==> config.mk <==
export PLATFORM = sky130hd
export DESIGN_NAME = tws_port_bridge
export DESIGN_NICKNAME = d
export VERILOG_FILES = /design/src/rtl/tws_pkg.sv /design/src/rtl/tws_half_tick.sv /design/src/rtl/tws_port_regs.sv /design/src/rtl/tws_sequencer.sv /design/src/rtl/tws_port_bridge.sv
export SDC_FILE = /design/constraint.sdc
export NUM_CORES = 1
export LEC_CHECK = 0
export BUFFER_PORTS_ARGS = -buffer_cell sky130_fd_sc_hd__buf_4
export CELL_PAD_IN_SITES_DETAIL_PLACEMENT = 1
export CELL_PAD_IN_SITES_GLOBAL_PLACEMENT = 2
export CORE_ASPECT_RATIO = 1.5
export CORE_MARGIN = 4
export CORE_UTILIZATION = 25
export CTS_CLUSTER_SIZE = 12
export DETAILED_ROUTE_END_ITERATION = 12
export HOLD_SLACK_MARGIN = 0.1
export PLACE_DENSITY_LB_ADDON = 0.15
export RECOVER_POWER = 50
export SLEW_MARGIN = 20
export SYNTH_ARGS = -nofsm -noshare
export SYNTH_HDL_FRONTEND = slang
export SYNTH_SLANG_ARGS = --single-unit
==> constraint.sdc <==
create_clock -name clk -period 6.1 [get_ports clk]
set_input_delay 0.305 -clock clk [delete_from_list [all_inputs] [get_ports clk]]
set_output_delay 0.305 -clock clk [all_outputs]
set_load 0.01 [all_outputs]
==> src/rtl/tws_pkg.sv <==
package tws_pkg;

  typedef enum logic [2:0] {
    SQ_IDLE,
    SQ_SETUP,
    SQ_HIGH,
    SQ_LOW,
    SQ_HOLD,
    SQ_GAP
  } seq_state_t;

  // Half periods of one transaction: setup, 16 high, 15 low, hold, 2 gap
  localparam int unsigned HALVES_PER_TXN = 35;

endpackage

==> src/rtl/tws_half_tick.sv <==
module tws_half_tick #(
  parameter int unsigned HALF_DIV = 13
) (
  input  logic clk,
  input  logic rst,
  input  logic en,
  output logic tick
);

  localparam int unsigned CW = (HALF_DIV > 1) ? $clog2(HALF_DIV) : 1;
  localparam logic [CW-1:0] LAST = CW'(HALF_DIV - 1);

  logic [CW-1:0] cnt_q;

  assign tick = en && (cnt_q == LAST);

  always_ff @(posedge clk) begin
    if (rst || !en) begin
      cnt_q <= '0;
    end else if (tick) begin
      cnt_q <= '0;
    end else begin
      cnt_q <= cnt_q + 1'b1;
    end
  end

endmodule

==> src/rtl/tws_port_regs.sv <==
module tws_port_regs #(
  parameter int unsigned DATA_W    = 8,
  parameter int unsigned IO_AW     = 8,
  parameter int unsigned PORT_SEL  = 0,
  parameter int unsigned PORT_REG  = 1,
  parameter int unsigned PORT_DATA = 2,
  parameter int unsigned SEL_CODE  = 0
) (
  input  logic              clk,
  input  logic              rst,
  input  logic              io_req,
  input  logic              io_we,
  input  logic [IO_AW-1:0]  io_addr,
  input  logic [DATA_W-1:0] io_wdata,
  input  logic              busy,
  input  logic              seq_done,
  input  logic [DATA_W-1:0] seq_rx,
  output logic [DATA_W-1:0] dev_q,
  output logic [DATA_W-1:0] reg_q,
  output logic [DATA_W-1:0] io_rdata,
  output logic              start,
  output logic              start_rd
);

  localparam logic [IO_AW-1:0]  A_SEL  = IO_AW'(PORT_SEL);
  localparam logic [IO_AW-1:0]  A_REG  = IO_AW'(PORT_REG);
  localparam logic [IO_AW-1:0]  A_DATA = IO_AW'(PORT_DATA);
  localparam logic [DATA_W-1:0] SEL_V  = DATA_W'(SEL_CODE);

  logic accept, hit_sel, hit_reg, hit_dat, selected, rd_pend_q;

  assign accept   = io_req && !busy;
  assign hit_sel  = (io_addr == A_SEL);
  assign hit_reg  = (io_addr == A_REG);
  assign hit_dat  = (io_addr == A_DATA);
  assign selected = (dev_q == SEL_V);
  assign start    = accept && hit_dat && selected;
  assign start_rd = !io_we;

  always_ff @(posedge clk) begin
    if (rst) begin
      dev_q     <= '1;
      reg_q     <= '0;
      io_rdata  <= '0;
      rd_pend_q <= 1'b0;
    end else begin
      if (accept && io_we && hit_sel) dev_q <= io_wdata;
      if (accept && io_we && hit_reg) reg_q <= io_wdata;
      if (accept && !io_we) begin
        if (hit_sel)                   io_rdata <= dev_q;
        else if (hit_reg)              io_rdata <= reg_q;
        else if (hit_dat && !selected) io_rdata <= '1;
      end
      if (start) begin
        rd_pend_q <= !io_we;
      end else if (seq_done) begin
        if (rd_pend_q) io_rdata <= seq_rx;
        rd_pend_q <= 1'b0;
      end
    end
  end

endmodule

==> src/rtl/tws_sequencer.sv <==
module tws_sequencer
  import tws_pkg::*;
#(
  parameter int unsigned DATA_W = 8
) (
  input  logic              clk,
  input  logic              rst,
  input  logic              start,
  input  logic              start_rd,
  input  logic [DATA_W-2:0] cmd_addr,
  input  logic [DATA_W-1:0] wdata,
  input  logic              tick,
  input  logic              ser_din,
  output logic              run,
  output logic              busy,
  output logic              done,
  output logic [DATA_W-1:0] rx,
  output logic              ser_cs,
  output logic              ser_sclk,
  output logic              ser_dout,
  output logic              ser_oe
);

  localparam int unsigned FRAME = 2 * DATA_W;
  localparam int unsigned IW    = $clog2(FRAME);
  localparam logic [IW-1:0] LAST_BIT  = IW'(FRAME - 1);
  localparam logic [IW-1:0] FIRST_RX  = IW'(DATA_W);
  localparam logic [IW-1:0] LAST_CMD  = IW'(DATA_W - 1);

  seq_state_t        state_q;
  logic [FRAME-1:0]  tx_q;
  logic [DATA_W-1:0] rx_q;
  logic [IW-1:0]     bit_q, nxt_bit;
  logic              rd_q, gap_q;

  assign nxt_bit = bit_q + 1'b1;
  assign run     = (state_q != SQ_IDLE);
  assign done    = (state_q == SQ_GAP) && tick && gap_q;
  assign rx      = rx_q;

  always_ff @(posedge clk) begin
    if (rst) begin
      state_q  <= SQ_IDLE;
      tx_q     <= '0;
      rx_q     <= '0;
      bit_q    <= '0;
      rd_q     <= 1'b0;
      gap_q    <= 1'b0;
      busy     <= 1'b0;
      ser_cs   <= 1'b0;
      ser_sclk <= 1'b0;
      ser_dout <= 1'b0;
      ser_oe   <= 1'b0;
    end else begin
      case (state_q)
        SQ_IDLE: begin
          if (start) begin
            tx_q     <= {wdata, cmd_addr, start_rd};
            rd_q     <= start_rd;
            bit_q    <= '0;
            busy     <= 1'b1;
            ser_cs   <= 1'b1;
            ser_sclk <= 1'b0;
            ser_oe   <= 1'b1;
            ser_dout <= start_rd;
            state_q  <= SQ_SETUP;
          end
        end
        SQ_SETUP, SQ_LOW: begin
          if (tick) begin
            ser_sclk <= 1'b1;
            state_q  <= SQ_HIGH;
          end
        end
        SQ_HIGH: begin
          if (tick) begin
            ser_sclk <= 1'b0;
            if (rd_q && bit_q >= FIRST_RX) rx_q <= {ser_din, rx_q[DATA_W-1:1]};
            if (bit_q == LAST_BIT) begin
              ser_oe   <= 1'b0;
              ser_dout <= 1'b0;
              state_q  <= SQ_HOLD;
            end else begin
              bit_q   <= nxt_bit;
              state_q <= SQ_LOW;
              if (rd_q && bit_q >= LAST_CMD) begin
                ser_oe   <= 1'b0;
                ser_dout <= 1'b0;
              end else begin
                ser_dout <= tx_q[nxt_bit];
              end
            end
          end
        end
        SQ_HOLD: begin
          if (tick) begin
            ser_cs  <= 1'b0;
            gap_q   <= 1'b0;
            state_q <= SQ_GAP;
          end
        end
        SQ_GAP: begin
          if (tick) begin
            if (gap_q) begin
              busy    <= 1'b0;
              state_q <= SQ_IDLE;
            end else begin
              gap_q <= 1'b1;
            end
          end
        end
        default: state_q <= SQ_IDLE;
      endcase
    end
  end

endmodule

==> src/rtl/tws_port_bridge.sv <==
module tws_port_bridge #(
  parameter int unsigned DATA_W    = 8,
  parameter int unsigned IO_AW     = 8,
  parameter int unsigned HALF_DIV  = 13,
  parameter int unsigned PORT_SEL  = 0,
  parameter int unsigned PORT_REG  = 1,
  parameter int unsigned PORT_DATA = 2,
  parameter int unsigned SEL_CODE  = 0
) (
  input  logic              clk,
  input  logic              rst,
  input  logic              io_req,
  input  logic              io_we,
  input  logic [IO_AW-1:0]  io_addr,
  input  logic [DATA_W-1:0] io_wdata,
  output logic [DATA_W-1:0] io_rdata,
  output logic              io_wait,
  output logic              ser_cs,
  output logic              ser_sclk,
  output logic              ser_dout,
  output logic              ser_oe,
  input  logic              ser_din
);

  logic [DATA_W-1:0] dev_q, reg_q, seq_rx;
  logic              start, start_rd, run, tick, seq_done;

  tws_port_regs #(
    .DATA_W(DATA_W), .IO_AW(IO_AW), .PORT_SEL(PORT_SEL),
    .PORT_REG(PORT_REG), .PORT_DATA(PORT_DATA), .SEL_CODE(SEL_CODE)
  ) u_regs (
    .clk(clk), .rst(rst), .io_req(io_req), .io_we(io_we),
    .io_addr(io_addr), .io_wdata(io_wdata), .busy(io_wait),
    .seq_done(seq_done), .seq_rx(seq_rx), .dev_q(dev_q), .reg_q(reg_q),
    .io_rdata(io_rdata), .start(start), .start_rd(start_rd)
  );

  tws_half_tick #(.HALF_DIV(HALF_DIV)) u_tick (
    .clk(clk), .rst(rst), .en(run), .tick(tick)
  );

  tws_sequencer #(.DATA_W(DATA_W)) u_seq (
    .clk(clk), .rst(rst), .start(start), .start_rd(start_rd),
    .cmd_addr(reg_q[DATA_W-2:0]), .wdata(io_wdata), .tick(tick),
    .ser_din(ser_din), .run(run), .busy(io_wait), .done(seq_done),
    .rx(seq_rx), .ser_cs(ser_cs), .ser_sclk(ser_sclk),
    .ser_dout(ser_dout), .ser_oe(ser_oe)
  );

endmodule

==> Word-level counts from Yosys, hierarchy flattened <==
Cells that the tools add are included.
{ "classes": {"eq_ne": 17, "order_cmp": 3, "mux": 42, "n_reduce_logical": 40, "n_addsub": 2} }
{ "ops": {"columns": ["operator", "n"], "rows": [
  ["8-bit 2-to-1 mux", 7],
  ["3-bit 2-to-1 mux", 7],
  ["8-bit logical NOT", 2],
  ["1-bit 2-to-1 mux", 16],
  ["4-bit AND reduction", 4],
  ["3-bit case mux with 5 select lines", 1],
  ["1-bit logical AND", 13],
  ["4-bit 2-to-1 mux", 3],
  ["3-bit AND reduction", 4],
  ["2-bit by 1-bit inequality test with 1-bit output, second input constant", 5],
  ["1-bit case mux with 2 select lines", 5],
  ["2-bit nonzero test", 5],
  ["4-bit by 1-bit adder with 4-bit output, second input constant", 2],
  ["4-bit equality test, second input constant", 2],
  ["8-bit by 1-bit equality test with 1-bit output, second input constant", 1],
  ["8-bit by 2-bit equality test with 1-bit output, second input constant", 1],
  ["4-bit case mux with 2 select lines", 1],
  ["3-bit by 2-bit equality test with 1-bit output, second input constant", 2],
  ["3-bit equality test, second input constant", 2],
  ["6-bit AND reduction", 1],
  ["3-bit nonzero test", 2],
  ["4-bit by 5-bit < comparator with 1-bit output, second input constant", 1],
  ["1-bit binary-select mux with 4-bit select", 1],
  ["4-bit by 3-bit >= comparator with 1-bit output, second input constant", 1],
  ["other kinds (10)", 15]
]} }
{ "word_totals": {"wordCells": 120, "ff_bits": 67, "output_inout_bits": 13} }

==> Depth between registers and ports, before layout <==
{ "depth": {"ltp_word": 10, "ltp_mapped": 8, "ltp_nobuf": 7} }

==> Hierarchy <==
Synthesis repeated with hierarchy kept, for this count alone.
{ "hier_totals": {"hier_cells": 365, "hier_area_um2": 3159.3} }
{ "modules_own_cells": {"columns": ["module", "area_per_inst_um2", "cells_per_inst", "instances"], "rows": [
  ["tws_sequencer", 1696.6, 201, 1],
  ["tws_port_regs", 1282.5, 144, 1],
  ["tws_half_tick", 180.2, 20, 1]
]} }

==> Least setup slack after synthesis <==
Ideal clock, no wire load.
{ "synth_path": {"kind": "reg2reg", "start": "reg u_regs.dev_q[3]", "end": "reg u_seq.tx_q[2]", "path_slack_ns": 4.030, "setup_time_ns": 0.140, "period_less_slack_ns": 2.070, "t_required_ns": 5.960, "stages_incl_launch_ff": 9, "n_path_buf": 3, "t_arrival_ns": 1.930, "cell_sequence": "dfxtp_1 -> or4_1 -> or2_1 -> buf_6 -> or3_1 -> buf_6 -> buf_6 -> nand2_1 -> a21oi_2"} }
{ "synth_via": {"elab_chain_cells": 3} }
{ "synth_rtl": {"columns": ["item", "line", "text"], "rows": [
  ["start: declaration", "tws_port_regs.sv:18", "output logic [DATA_W-1:0] dev_q,"],
  ["start signal: assignment", "tws_port_regs.sv:47", "if (accept && io_we && hit_sel) dev_q <= io_wdata;"],
  ["8-bit logical NOT", "tws_port_regs.sv:36", "assign selected = (dev_q == SEL_V);"],
  ["1-bit logical AND", "tws_port_regs.sv:37", "assign start = accept && hit_dat && selected;"],
  ["2-bit AND reduction (no line)", null, null],
  ["end signal: assignment", "tws_sequencer.sv:58", "tx_q <= {wdata, cmd_addr, start_rd};"],
  ["end: declaration", "tws_sequencer.sv:31", "logic [FRAME-1:0] tx_q;"]
]} }
No other way between the ends.
A chain may end at the register's enable or synchronous reset.

==> flow_summary_export.csv <==
group,metric,value,unit
setup_path,element_type_at_the_critical_path_end,"register",
cells_and_area,antenna_cells,0,
die,pin_count,34,
die,die-area,14000,sq um
global_route,grt_pass1_vias,2572,
timing,finalClockSkew,0.00521,ns
timing,clock.fmax,285,MHz
clocking,root_buffer,"clkbuf_16",
setup_path,worst-endpoint-arrival,3.73,ns
clocking,hold_buffers,0,
timing,hold_viol,0,
hold_path,hold_path.startpoint,"io_wdata[7]",
die,fp-row-count,49,
outcome,status,"finished with violations",
detailed_routing,routed-via-count,2428,
logic_synthesis,synth_warnings,0,
global_route,grt_antenna_before_repair,0,
logic_synthesis,synth_compound_area_frac,0.162,
hold_path,holdPathStages,3,
clocking,postCtsResizedCells,0,
setup_path,r2r.worst_path.cells,5,
logic_synthesis,ys_seq_elements,66,
clocking,cts_made_buffers,9,
logic_synthesis,synth_top_area_cell,"dfxtp_1",
clocking,tritoncts,"yes",
detailed_routing,drt_drc_violations_left,0,
logic_synthesis,synth-adder-area-share,0.0165,
detailed_routing,detailedRoute.firstPassIterationCount,4,
timing,final_min_period_over_clock_period,0.576,
die,placeableCoreArea,12000,sq um
cells_and_area,syn_to_final_growth,18.9,%
logic_synthesis,async_reset_ff_frac,0,
cells_and_area,final_instance_area,3610,sq um
detailed_routing,route.detailed.wl_per_inst,17.2,microns
die,die_height,143,microns
logic_synthesis,synthXorXnorAreaFrac,0.0115,
global_route,grt_pass1_wl,14300,microns
logic_synthesis,synthSimpleGateAreaFrac,0.184,
setup_path,worstSetupPathType,"in2reg",
placement,detailed_placer_s_ending_hpwl,6540,microns
detailed_routing,routed_wirelength,8840,microns
placement,globalplace.congestion,0.698,
logic_synthesis,syn_avg_cell_area,9.17,sq um
setup_path,cp_max_fo,46,
clocking,cts_max_level,3,
logic_synthesis,post_synth_cell_types,47,
placement,placed_cell_area,3380,sq um
die,initial_utilization,0.254,
setup_path,critical_path.reg2reg.startpoint,"u_regs.dev_q[3]",
timing,finalSetupTns,0,ns
outcome,violated_checks,"max-capacitance violations, max-slew violations",
detailed_routing,antenna_violating_nets_post_route,0,
cells_and_area,multiInputGateArea,1540,sq um
logic_synthesis,synth_mux_area_frac,0.135,
timing,worst_slew_margin_rel,-0.674,
cells_and_area,drive_gt1_frac,0.141,
clocking,cts_buffer_depth,2,
power,cellPowerDensity,273,nW/um^2
clocking,clkSinkCount,66,
timing,unrepaired_setup_endpoints_after_global_routing,"no",
logic_synthesis,ys_top_cells_by_area,"dfxtp_1 44%, mux2i_1 11%, nand2_1 5.2%, nor2_1 4.2%, a21oi_1 3.0%",
logic_synthesis,yosysSeqAreaShare,0.435,
logic_synthesis,synth.net_count,356,
hold_path,hold_path.class,"in2reg",
timing,holdWs,0.226,ns
setup_path,timing.critical_path.required,6.32,ns
detailed_routing,drt-initial-drc-count,69,
placement,port_buffers,33,
logic_synthesis,synth-edff-count,0,
logic_synthesis,netlist_top_cells_count,"66 x dfxtp_1, 42 x nand2_1, 34 x nor2_1",
setup_path,r2r_end,"u_seq.tx_q[8]",
detailed_routing,route.detailed.vias_per_inst,4.71,
logic_synthesis,syn_inst,331,
timing,tightest_slew,2.51,ns
global_route,groute.usage.overall,0.133,
clocking,clkSlewWorstSetupHoldPaths,0.05,ns
hold_path,hold_end,"u_regs.dev_q[7]",
setup_path,critical_path.startpoint_type,"input pin",
setup_path,rrSetupSlack,3.52,ns
logic_synthesis,mappedNetlistArea,3040,sq um
cells_and_area,final_net_count,383,
global_route,grt_remaining_overflow,0,
power,p_leak,1.31,nW
clocking,postCtsSetupRepairBufs,0,
clocking,clk-insertion-delay-late,0.33,ns
timing,layout_min_cycle_time,3.51,ns
timing,setup_viol,0,
logic_synthesis,main_combinational_cell_family_by_area_after_synthesis,"simple AND/OR/NAND/NOR gates",
logic_synthesis,synth.most_common_cell,"dfxtp_1",
cells_and_area,num-fill-cells,1401,
timing,drv_slew,47,
logic_synthesis,ys.flop_type,"dfxtp_1",
run,maxCapViolations,1,
cells_and_area,layout.area.seq,1320,sq um
global_route,pin_count_of_the_biggest_net_entering_global_routing,47,
logic_synthesis,synth.top_cell.area_share,0.435,
power,peak_supply_drop,0.120,mV
die,x_dimension_of_the_die,98.0,microns
==> cell families after synthesis <==
group / Yosys count
fa+ha+maj: 4
compound gates: 69
buf+inv: 37
simple gates: 115
flops: 66
xor+xnor: 4
mux: 36
==> layout make-up <==
type,count,share of cell area
timing repair buffer,33,0.0541
multi-input combinational,228,0.427
inverter,20,0.0208
tap,153,0.0530
clock inverter,3,0.0111
clock buffer,12,0.0683
sequential,66,0.366
==> metrics by stage <==
stage                     power, W  setup slack [ns]   util  cells
after floorplan           0.000467              4.03      -    331
after global placement    0.000490              3.43  0.283    500
after detailed placement  0.000490              3.40  0.283    500
after CTS                  0.00101              3.54  0.307    515
after global routing       0.00103              2.17  0.302    515
final                     0.000985              2.59  0.302    515
==> power breakdown <==
part | internal, W | switching, W | leakage [nW]
Combinational | 0.0000161 | 0.0000269 | 0.632
Sequential | 0.000433 | 0.00000255 | 0.532
Clock | 0.000324 | 0.000183 | 0.142
Total | 0.000773 | 0.000212 | 1.31
==> flip-flops by register name, summed over array words and instances (netlist names) <==
| name | count |
|---|---|
| u_regs.dev_q | 8 |
| u_seq.busy | 1 |
| u_regs.reg_q | 8 |
| u_regs.io_rdata | 8 |
| u_seq.tx_q | 16 |
| u_seq.bit_q | 4 |
| u_seq.ser_dout | 1 |
| u_tick.cnt_q | 4 |
| u_seq.ser_sclk | 1 |
| u_seq.gap_q | 1 |
| u_seq.ser_cs | 1 |
| u_seq.state_q | 3 |
| u_regs.rd_pend_q | 1 |
| u_seq.rx | 8 |
| u_seq.ser_oe | 1 |
==> critical path, cell delays in order <==
cell and delay (ns):
clkbuf_1 1.75, inv_1 0.98, o21a_1 0.45, a22o_1 0.24
==> per-layer routing <==
metal  up-vias  GRT usage  share of wire
met5         -          0              0
met4         0     0.0525          0.013
met3        12     0.0264          0.025
met2        26      0.248           0.55
li1       1216          -              -
met1      1174      0.148           0.41
==> worst max-delay path by stage <==
stage | from | to | slack [ns] | depth (start not counted)
floorplan | u_regs.dev_q[3] | u_seq.tx_q[2] | 4.03 | 8
global placement | io_addr[6] | u_seq.tx_q[8] | 3.43 | 6
detailed placement | io_addr[6] | u_seq.tx_q[8] | 3.40 | 6
CTS | u_regs.dev_q[3] | u_seq.tx_q[8] | 3.54 | 5
global route | rst | u_regs.io_rdata[6] | 2.17 | 4
finish | rst | u_regs.io_rdata[6] | 2.59 | 4
==> cell usage in the layout, fill, tap and decap left out, drive strengths merged, types with 3 or more instances in the layout <==
master / n
a21oi: 28
nor4: 3
nand3: 13
nand2: 42
mux2i: 32
a22o: 8
o21ai: 8
buf: 19
a22oi: 8
inv: 20
mux4: 4
or3: 5
nand2b: 3
or4: 5
ha: 4
nor2: 34
clkbuf: 26
dfxtp: 66
a211oi: 3
Note: power is estimated with default switching activity, not from simulation.
